`src/rtl/twi_pkg.sv`:
```
package twi_pkg;
  localparam logic [4:0] ADDR_HI     = 5'b10111;
  localparam logic [7:0] PTR_CFG     = 8'h00;
  localparam logic [7:0] PTR_ID      = 8'h01;
  localparam logic [7:0] PTR_NF_BASE = 8'h16;

  typedef enum logic [3:0] {
    ST_IDLE, ST_ADDR, ST_PTR, ST_WMSB, ST_WLSB,
    ST_RSTART, ST_RMSB, ST_RLSB, ST_DONE
  } twi_state_e;

  function automatic logic [6:0] dev_addr(input logic [1:0] sel);
    return {ADDR_HI, sel};
  endfunction
endpackage

```
`src/rtl/twi_bus_cond.sv`:
```
module twi_bus_cond (
  input  logic clk_i,
  input  logic rst_ni,
  input  logic scl_i,
  input  logic sda_i,
  output logic scl_rise_o,
  output logic scl_fall_o,
  output logic start_o,
  output logic stop_o
);
  logic scl_q, sda_q;

  always_ff @(posedge clk_i or negedge rst_ni) begin
    if (!rst_ni) begin
      scl_q <= 1'b1;
      sda_q <= 1'b1;
    end else begin
      scl_q <= scl_i;
      sda_q <= sda_i;
    end
  end

  assign scl_rise_o = scl_i & ~scl_q;
  assign scl_fall_o = ~scl_i & scl_q;
  assign start_o    = scl_i & scl_q & sda_q & ~sda_i;
  assign stop_o     = scl_i & scl_q & ~sda_q & sda_i;

  // a bus condition is never seen together with a clock edge
  assert_cond_no_edge_R7: assert property (@(posedge clk_i) disable iff (!rst_ni)
    (start_o || stop_o) |-> !(scl_rise_o || scl_fall_o));
endmodule

```
`src/rtl/twi_stuck_timer.sv`:
```
module twi_stuck_timer #(
  parameter int unsigned LIMIT = 5600000
) (
  input  logic clk_i,
  input  logic rst_ni,
  input  logic line_i,
  output logic to_o
);
  localparam int unsigned CW = $clog2(LIMIT + 1);
  localparam logic [CW-1:0] LIM    = CW'(LIMIT);
  localparam logic [CW-1:0] LIM_M1 = CW'(LIMIT - 1);

  logic [CW-1:0] cnt_q;

  always_ff @(posedge clk_i or negedge rst_ni) begin
    if (!rst_ni)             cnt_q <= '0;
    else if (line_i)         cnt_q <= '0;
    else if (cnt_q != LIM)   cnt_q <= cnt_q + 1'b1;
  end

  assign to_o = !line_i && (cnt_q == LIM_M1);

  assert_to_after_low_R8: assert property (@(posedge clk_i) disable iff (!rst_ni)
    to_o |-> $past(!line_i));
endmodule

```
`src/rtl/twi_regfile.sv`:
```
module twi_regfile
  import twi_pkg::*;
#(
  parameter logic [15:0] CFG_RST  = 16'h0000,
  parameter logic [15:0] ID_WORD  = 16'h0000,
  parameter int unsigned NF_COUNT = 3
) (
  input  logic        clk_i,
  input  logic        rst_ni,
  input  logic        we_i,
  input  logic [7:0]  ptr_i,
  input  logic [15:0] wdata_i,
  output logic [15:0] rdata_o
);
  logic [15:0] cfg_q;
  logic [7:0]  nf_w [NF_COUNT];

  always_ff @(posedge clk_i or negedge rst_ni) begin
    if (!rst_ni)                        cfg_q <= CFG_RST;
    else if (we_i && ptr_i == PTR_CFG)  cfg_q <= wdata_i;
  end

  for (genvar g = 0; g < NF_COUNT; g++) begin : g_nf
    localparam logic [7:0] MY_PTR = PTR_NF_BASE + 8'(g);
    logic [7:0] q;
    always_ff @(posedge clk_i or negedge rst_ni) begin
      if (!rst_ni)                      q <= 8'h00;
      else if (we_i && ptr_i == MY_PTR) q <= wdata_i[15:8];
    end
    assign nf_w[g] = q;

    assert_nf_low_zero_R9: assert property (@(posedge clk_i) disable iff (!rst_ni)
      (ptr_i == MY_PTR) |-> (rdata_o[7:0] == 8'h00));
  end

  always_comb begin
    rdata_o = 16'h0000;
    if (ptr_i == PTR_CFG) rdata_o = cfg_q;
    if (ptr_i == PTR_ID)  rdata_o = ID_WORD;
    for (int i = 0; i < NF_COUNT; i++)
      if (ptr_i == PTR_NF_BASE + 8'(i)) rdata_o = {nf_w[i], 8'h00};
  end

  assert_cfg_write_R4: assert property (@(posedge clk_i) disable iff (!rst_ni)
    (we_i && ptr_i == PTR_CFG) |=> (ptr_i != PTR_CFG || rdata_o == $past(wdata_i)));
  assert_id_fixed_R9: assert property (@(posedge clk_i) disable iff (!rst_ni)
    (ptr_i == PTR_ID) |-> (rdata_o == ID_WORD));
endmodule

```
`src/rtl/twi_reg_slave.sv`:
```
module twi_reg_slave
  import twi_pkg::*;
#(
  parameter int unsigned CLK_KHZ    = 200000,
  parameter int unsigned TIMEOUT_MS = 28,
  parameter logic [15:0] CFG_RST    = 16'h0000,
  parameter logic [15:0] ID_WORD    = 16'h5131,
  parameter int unsigned NF_COUNT   = 3
) (
  input  logic       clk_i,
  input  logic       rst_ni,
  input  logic       scl_i,
  input  logic       sda_i,
  input  logic [1:0] addr_sel_i,
  output logic       sda_oe_o
);
  localparam int unsigned TO_CYC = CLK_KHZ * TIMEOUT_MS;

  logic scl_rise, scl_fall, start, stop, to_hit;
  logic [1:0] lines, to_vec;

  twi_state_e  state_q;
  logic [3:0]  bit_cnt_q;
  logic [7:0]  rx_q, ptr_q, msb_q;
  logic [6:0]  tx_q, my_addr_q;
  logic        oe_q, mack_q, we;
  logic [15:0] rdata;

  twi_bus_cond u_cond (
    .clk_i, .rst_ni, .scl_i, .sda_i,
    .scl_rise_o(scl_rise), .scl_fall_o(scl_fall), .start_o(start), .stop_o(stop)
  );

  assign lines = {scl_i, sda_i};
  for (genvar g = 0; g < 2; g++) begin : g_to
    twi_stuck_timer #(.LIMIT(TO_CYC)) u_tmr (
      .clk_i, .rst_ni, .line_i(lines[g]), .to_o(to_vec[g])
    );
  end
  assign to_hit = |to_vec;

  assign we = scl_fall && bit_cnt_q == 4'd8 && state_q == ST_WLSB;

  twi_regfile #(.CFG_RST(CFG_RST), .ID_WORD(ID_WORD), .NF_COUNT(NF_COUNT)) u_rf (
    .clk_i, .rst_ni, .we_i(we), .ptr_i(ptr_q), .wdata_i({msb_q, rx_q}), .rdata_o(rdata)
  );

  always_ff @(posedge clk_i or negedge rst_ni) begin
    if (!rst_ni) begin
      state_q   <= ST_IDLE;
      bit_cnt_q <= '0;
      rx_q      <= '0;
      tx_q      <= '0;
      ptr_q     <= PTR_CFG;
      msb_q     <= '0;
      oe_q      <= 1'b0;
      mack_q    <= 1'b0;
      my_addr_q <= '0;
    end else if (to_hit) begin
      state_q   <= ST_IDLE;
      bit_cnt_q <= '0;
      oe_q      <= 1'b0;
    end else if (start) begin
      state_q   <= ST_ADDR;
      bit_cnt_q <= '0;
      oe_q      <= 1'b0;
      my_addr_q <= dev_addr(addr_sel_i);
    end else if (stop) begin
      state_q <= ST_IDLE;
      oe_q    <= 1'b0;
    end else if (state_q != ST_IDLE) begin
      if (scl_rise) begin
        if (bit_cnt_q < 4'd8) rx_q   <= {rx_q[6:0], sda_i};
        else                  mack_q <= ~sda_i;
        if (bit_cnt_q != 4'd9) bit_cnt_q <= bit_cnt_q + 1'b1;
      end
      if (scl_fall) begin
        if (bit_cnt_q == 4'd8) begin
          // byte done: ack slot for receive, release for master ack on transmit
          unique case (state_q)
            ST_ADDR: begin
              if (rx_q[7:1] == my_addr_q) begin
                oe_q    <= 1'b1;
                state_q <= rx_q[0] ? ST_RSTART : ST_PTR;
              end else begin
                state_q <= ST_IDLE;
              end
            end
            ST_PTR:  begin ptr_q <= rx_q; oe_q <= 1'b1; state_q <= ST_WMSB; end
            ST_WMSB: begin msb_q <= rx_q; oe_q <= 1'b1; state_q <= ST_WLSB; end
            ST_WLSB: begin oe_q <= 1'b1; state_q <= ST_DONE; end
            default: oe_q <= 1'b0;
          endcase
        end else if (bit_cnt_q == 4'd9) begin
          bit_cnt_q <= '0;
          unique case (state_q)
            ST_RSTART: begin
              tx_q <= rdata[14:8]; oe_q <= ~rdata[15]; state_q <= ST_RMSB;
            end
            ST_RMSB: begin
              if (mack_q) begin
                tx_q <= rdata[6:0]; oe_q <= ~rdata[7]; state_q <= ST_RLSB;
              end else begin
                oe_q <= 1'b0; state_q <= ST_DONE;
              end
            end
            default: begin
              oe_q <= 1'b0;
              if (state_q == ST_RLSB) state_q <= ST_DONE;
            end
          endcase
        end else if (bit_cnt_q != 4'd0 &&
                     (state_q == ST_RMSB || state_q == ST_RLSB)) begin
          oe_q <= ~tx_q[6];
          tx_q <= {tx_q[5:0], 1'b0};
        end
      end
    end
  end

  assign sda_oe_o = oe_q;

  assert_drive_on_low_R10: assert property (@(posedge clk_i) disable iff (!rst_ni)
    $rose(oe_q) |-> !scl_i);
  assert_timeout_idle_R8: assert property (@(posedge clk_i) disable iff (!rst_ni)
    to_hit |=> (state_q == ST_IDLE && !oe_q));
  assert_ack_slot_R4: assert property (@(posedge clk_i) disable iff (!rst_ni)
    (oe_q && (state_q == ST_PTR || state_q == ST_WMSB || state_q == ST_WLSB ||
              state_q == ST_DONE)) |-> (bit_cnt_q == 4'd8 || bit_cnt_q == 4'd9));
  assert_ptr_hold_R5: assert property (@(posedge clk_i) disable iff (!rst_ni)
    (state_q == ST_RSTART || state_q == ST_RMSB || state_q == ST_RLSB) |=> $stable(ptr_q));
  assert_stop_release_R7: assert property (@(posedge clk_i) disable iff (!rst_ni)
    (stop && !to_hit) |=> (state_q == ST_IDLE && !oe_q));
endmodule

```
`config.mk`:
```
export PLATFORM = sky130hd
export DESIGN_NAME = twi_reg_slave
export DESIGN_NICKNAME = d
export VERILOG_FILES = /design/src/rtl/twi_pkg.sv /design/src/rtl/twi_bus_cond.sv /design/src/rtl/twi_stuck_timer.sv /design/src/rtl/twi_regfile.sv /design/src/rtl/twi_reg_slave.sv
export SDC_FILE = /design/constraint.sdc
export NUM_CORES = 1
export LEC_CHECK = 0
export ABC_AREA = 0
export BUFFER_PORTS_ARGS = -buffer_cell sky130_fd_sc_hd__buf_2
export CAP_MARGIN = 25
export CORE_ASPECT_RATIO = 0.9
export CORE_MARGIN = 3
export CORE_UTILIZATION = 35
export CTS_CLUSTER_SIZE = 20
export DETAILED_ROUTE_END_ITERATION = 8
export GPL_ROUTABILITY_DRIVEN = 0
export MAX_ROUTING_LAYER = met4
export PLACE_DENSITY = 0.54
export RECOVER_POWER = 50
export SYNTH_ARGS = -nofsm -noshare
export SYNTH_HDL_FRONTEND = slang
export SYNTH_SLANG_ARGS = --single-unit
```
`constraint.sdc`:
```
create_clock -name clk_i -period 3.68 [get_ports clk_i]
set_clock_uncertainty 0.1 [all_clocks]
set_input_delay 0.184 -clock clk_i [delete_from_list [all_inputs] [get_ports clk_i]]
set_output_delay 0.184 -clock clk_i [all_outputs]
set_load 0.03 [all_outputs]
```
Word-level counts from Yosys, hierarchy flattened
Cells that the tools add are included.
- bits in writable memories: 0
- logic and storage cells: 146
- memories: 0
- input port bits: 6
- register bits after elaboration: 132
- bits in latches: 0
- bits in read-only memories: 0
- output and inout port bits: 1
- shift-type cells: 0
- mux-type cells: 47
- eq/ne operators: 24
- add/subtract/negate cells: 3
- divide/modulo/power cells: 0
- multipliers: 0
- $lt $le $gt $ge: 1
- bitwise operators: 19
- reductions and logical operators: 35
- operators with widths (cell ; count):
    two-way mux 23 bit ; 4
    two-way mux 16 bit ; 5
    two-way mux 4 bit ; 18
    adder 23 x 1 -> 23 bit (second input constant) ; 2
    equality test 23 bit (second input constant) ; 2
    inequality test 23 bit (second input constant) ; 2
    equality test 8 x 5 -> 1 bit (second input constant) ; 3
    two-way mux 7 bit ; 3
    equality test 4 x 3 -> 1 bit (second input constant) ; 4
    one-hot mux 4 bit (4 select lines) ; 1
    nonzero test 4 bit ; 4
    one-hot mux 7 bit (2 select lines) ; 1
    AND reduction 7 bit ; 2
    NOT 1 bit ; 12
    AND reduction 6 bit ; 2
    two-way mux 1 bit ; 10
    logical AND 1 bit ; 9
    AND reduction 9 bit ; 1
    equality test 4 x 2 -> 1 bit (second input constant) ; 2
    equality test 4 bit (second input constant) ; 2
    equality test 8 x 1 -> 1 bit (second input constant) ; 1
    zero test 8 bit ; 1
    inequality test 8 x 5 -> 1 bit (second input constant) ; 1
    one-hot mux 4 bit (2 select lines) ; 1
    24 further kinds ; 36

Depth between registers and ports, before layout
- word-level depth: 16
- mapped depth: 9
- gate-level depth less buffers: 8

By module
Synthesis repeated with hierarchy kept, for this count alone.
- cells, all modules: 638
- area total of the unflattened synthesis: 7109.3 um^2
- by module, submodules not included (module ; area each (um^2) ; cells an instance ; times used ; seq. area each (um^2)):
    twi_reg_slave ; 2479.9 ; 215 ; 1 ; 1101.1
    twi_regfile ; 1963.1 ; 146 ; 1 ; 1001.0
    twi_stuck_timer (g_to[0].u_tmr) ; 1303.8 ; 140 ; 1 ; 575.6
    twi_stuck_timer (g_to[1].u_tmr) ; 1277.5 ; 131 ; 1 ; 575.6
    twi_bus_cond ; 85.1 ; 6 ; 1 ; 52.6

Worst setup path before layout
OpenSTA, ideal clock, no wires.
- path type: register to register
- from: reg bit_cnt_q[0]
- to: reg u_rf.cfg_q[10]
- setup slack: 1193 ps
- buffers on the path: 1
- arrival time: 2263 ps
- stages on the path, launching flop included: 9
- period minus slack after synthesis: 2487 ps
- data required time: 3455 ps
- setup time: 125 ps
- path through: dfrtp_1 inv_1 ha_1 nand3b_1 nor2_1 nand3_1 nor3_2 buf_2 mux2_2
- word-level cells in the longest chain between the ends: 4
- RTL lines (what ; RTL line ; RTL):
    from (decl) ; twi_reg_slave.sv:23 ; logic [3:0] bit_cnt_q;
    from (signal assigned) ; twi_reg_slave.sv:75 ; if (bit_cnt_q != 4'd9) bit_cnt_q <= bit_cnt_q + 1'b1;
    equality test 4 bit ; twi_reg_slave.sv:42 ; assign we = scl_fall && bit_cnt_q == 4'd8 && state_q == ST_WLSB;
    logical AND 1 bit (2 in a row) ; twi_reg_slave.sv:42 ;
    logical AND 1 bit ; twi_regfile.sv:20 ; else if (we_i && ptr_i == PTR_CFG) cfg_q <= wdata_i;
    to (signal assigned) ; twi_regfile.sv:20 ;
    to (decl) ; twi_regfile.sv:15 ; logic [15:0] cfg_q;
No other way between the ends.
A chain may end at the register's enable or synchronous reset.

Final worst setup path
- from: reg ptr_q[2]
- to: reg u_rf.g_nf[2].q[7]
- word-level cells in the longest chain between the ends: 2
- RTL lines (what ; RTL line ; RTL):
    from (decl) ; twi_reg_slave.sv:24 ; logic [7:0] rx_q, ptr_q, msb_q;
    from (signal assigned) ; twi_reg_slave.sv:54 ; ptr_q <= PTR_CFG;
    from (signal assigned) ; twi_reg_slave.sv:89 ; ST_PTR: begin ptr_q <= rx_q; oe_q <= 1'b1; state_q <= ST_WMSB; end
    equality test 8 x 5 -> 1 bit ; twi_regfile.sv:28 ; else if (we_i && ptr_i == MY_PTR) q <= wdata_i[15:8];
    logical AND 1 bit ; twi_regfile.sv:28 ;
    to (signal assigned) ; twi_regfile.sv:28 ;
    to (decl) ; twi_regfile.sv:25 ; logic [7:0] q;
No other way between the ends.

==> flow_metrics.env <==
export IMPL_synthArstFlopShare=1.00
export IMPL_end_kind="flop"
export IMPL_r2r_cells=4
export IMPL_first_global_vias=4780
export IMPL_hold_path_class="primary input to flop"
export IMPL_start_util=0.360
export IMPL_ctsHtreeMaxLevel=4
export IMPL_final_cell_mix="dfrtp_1 (130), nor2_1 (78), mux2_2 (55), nand2_1 (42), a21oi_1 (31)"
export IMPL_power_density_mw_per_mm2=454
export IMPL_synth_edff_count=0
export IMPL_drv_slew=0
export IMPL_synth_top_cell_by_area="dfrtp_1"
export IMPL_cts_made_buffers=17
export IMPL_synth_ff_type="dfrtp_1"
export IMPL_status="complete, no violations"
export IMPL_mostFrequentLayoutCell="dfrtp_1"
export IMPL_num_antenna_cells=0
export IMPL_ys_seq_area_frac=0.496
export IMPL_antenna_found_initial=0
export IMPL_clock_path_buffers=2
export IMPL_crit_start="ptr_q[2]"
export IMPL_fillCellCount=1793
export IMPL_r2r_slack_ns=0.76
export IMPL_cts_resized=0
export IMPL_cts_setup_buffers=0
export IMPL_postSynthAreaPerCell_sq_um=10.5
export IMPL_clk_latency_ns=0.42
export IMPL_cp_max_fo=9
export IMPL_wl_per_cell_um=16.6
export IMPL_path_class="flop to flop"
export IMPL_p_leak_nw=3.38
export IMPL_synth_cells=632
export IMPL_worstMarginPinSlew_ns=1.29
export IMPL_setup_viol=0
export IMPL_synthTopCellsByArea="dfrtp_1 (49%), mux2_2 (9.3%), nor2_1 (4.4%)"
export IMPL_first_pass_iters=5
export IMPL_syn_area_sq_mm=0.00666
export IMPL_viasPerCell=5.34
export IMPL_cts_tree="yes"
export IMPL_pin_count=7
export IMPL_tns_ns=0
export IMPL_grt_pass1_wl_mm=25.1
export IMPL_crit_path_start_kind="flop"
export IMPL_synth_top_area_frac=0.488
export IMPL_yosys_warnings=0
export IMPL_layout_nets=658
export IMPL_timing_final_crit_period_ns=2.92
export IMPL_synth_fp_nets=645
export IMPL_vias=4818
export IMPL_grt_max_degree=111
export IMPL_wl_mm=15.0
export IMPL_period_share=0.794
export IMPL_cp_endpoint="u_rf.g_nf[2].q[7]"
export IMPL_finalPower_w=0.00342
export IMPL_overflow=0
export IMPL_die_w_um=151
export IMPL_max_freq_mhz=342
export IMPL_reg2reg_from="ptr_q[2]"
export IMPL_worst_endpoint_required_ns=3.88
export IMPL_die_h_um=137
export IMPL_clk_pin_slew_ns=0.06
export IMPL_cap_violations=0
export IMPL_yosys_register_bits=132
export IMPL_final_antenna_net_count=0
export IMPL_hpwl_mm=10.2
export IMPL_core_rowCount=47
export IMPL_areaGrowthSynthToFinish_pct=13.0
export IMPL_cts_sinks=132
export IMPL_dieArea_sq_mm=0.0207
export IMPL_worstPathArrival_ns=3.12
export IMPL_core_sq_mm=0.0185
export IMPL_slew_headroom=0.138
export IMPL_portBuffers=6
export IMPL_drt_iter0_drc=385
export IMPL_ir_drop_mv=0.255
export IMPL_drive_gt1_frac=0.178
export IMPL_cts_root_buf="clkbuf_16"
export IMPL_post_route_drc_count=0
export IMPL_gr_usage_all_layers=0.158
export IMPL_yosysUniqueCellTypes=62
export IMPL_r2r_end="u_rf.g_nf[2].q[7]"
export IMPL_rsz0062_at_grt="false"
export IMPL_finalHoldViolations=0
-- layout make-up --
class                   instances  area [sq um]  area share
clock buffers                  19           453      0.0602
clock inverters                13          85.1      0.0113
inverters                      11          41.3     0.00549
multi-input cells             465          3220       0.427
flip-flops and latches        132          3310       0.439
well taps                     245           307      0.0407
repair buffers                 18           119      0.0158
-- power by group --
group | total [W] | internal, W | switching, W | leakage, nW
clock | 0.00152 | 0.000890 | 0.000634 | 0.268
sequential | 0.00165 | 0.00152 | 0.000127 | 1.80
combinational | 0.000247 | 0.000104 | 0.000142 | 1.31
-- kinds of logic (layout without fill, tap and decap cells) --
family / count (synthesis) / after routing / share of synthesized area
and+or+nand+nor: 254 / 254 / 0.202
DFF: 132 / 132 / 0.496
AOI/OAI and AO/OA: 84 / 84 / 0.0768
muxes: 82 / 82 / 0.141
xor gates and xnor gates: 38 / 38 / 0.0499
buffers and inverters: 35 / 61 / 0.0212
adders and majority gates: 7 / 7 / 0.0131
-- critical path: stages (launching register included) --
cell,delay [ns]
dfrtp_1,0.47
nor4b_1,0.74
nand2_1,0.45
nor3_4,0.63
mux2_2,0.41
-- sequential cells by signal, indices dropped and copies added (netlist names) --
signal	flops
rx_q	8
u_cond.sda_q	1
u_rf.g_nf.q	24
mack_q	1
tx_q	7
sda_oe_o	1
u_cond.scl_q	1
my_addr_q	3
msb_q	8
u_rf.cfg_q	16
state_q	4
g_to.u_tmr.cnt_q	46
ptr_q	8
bit_cnt_q	4
-- how the worst min path moves through the flow --
| stage | from | end | slack [ns] | cells after the start |
|---|---|---|---|---|
| after CTS | scl_i | u_cond.scl_q | 0.002 | 1 |
| after floorplan | rst_ni | bit_cnt_q[0] | -0.21 | 0 |
| after detailed placement | rst_ni | u_rf.g_nf[2].q[1] | 0.29 | 1 |
| after global routing | scl_i | u_cond.scl_q | 0.38 | 1 |
| after global placement | rst_ni | u_rf.g_nf[1].q[2] | 0.29 | 1 |
| final | scl_i | u_cond.scl_q | 0.33 | 1 |
-- per-stage QoR --
| stage | std cells | setup slack [ns] | util | cell area, sq um | hold WS [ns] |
|---|---|---|---|---|---|
| 3_3_place_gp | 867 | 0.834 | 0.376 | 6970 | 0.287 |
| 3_5_place_dp | 867 | 0.819 | 0.376 | 6970 | 0.293 |
| 5_1_grt | 903 | 0.436 | 0.406 | 7530 | 0.381 |
| 4_1_cts | 902 | 0.779 | 0.407 | 7530 | 0.00163 |
| 2_1_floorplan | 632 | 1.19 | - | 6660 | -0.212 |
| 6_report | 903 | 0.759 | 0.406 | 7530 | 0.330 |
-- layer usage --
layer / part of all wire / wire [um] / GRT usage / vias to the layer above
li1: - / - / - / 2289
met1: 0.48 / 7240 / 0.214 / 2410
met2: 0.46 / 6940 / 0.235 / 104
met3: 0.041 / 611 / 0.0404 / 15
met4: 0.013 / 189 / 0.0473 / 0
met5: 0 / 0 / - / -
-- Yosys cell counts, types with 8 or more instances --
library cell / count
nor2_1: 78
xor2_1: 23
nand2b_1: 10
mux2_4: 8
o21ai_0: 20
and3_1: 18
mux2_2: 55
mux2i_1: 11
clkbuf_1: 17
mux2_1: 8
or3_1: 9
nand4_1: 9
xnor2_1: 15
nand3_1: 25
dfrtp_1: 130
inv_1: 11
nand2_1: 42
a21oi_1: 31
-- repair_timing --
item,in CTS,in global routing
hold endpoints to repair,109,0
hold buffers,3,0
endpoints found under the setup margin,0,0
Power figures use the tool's default switching activity.
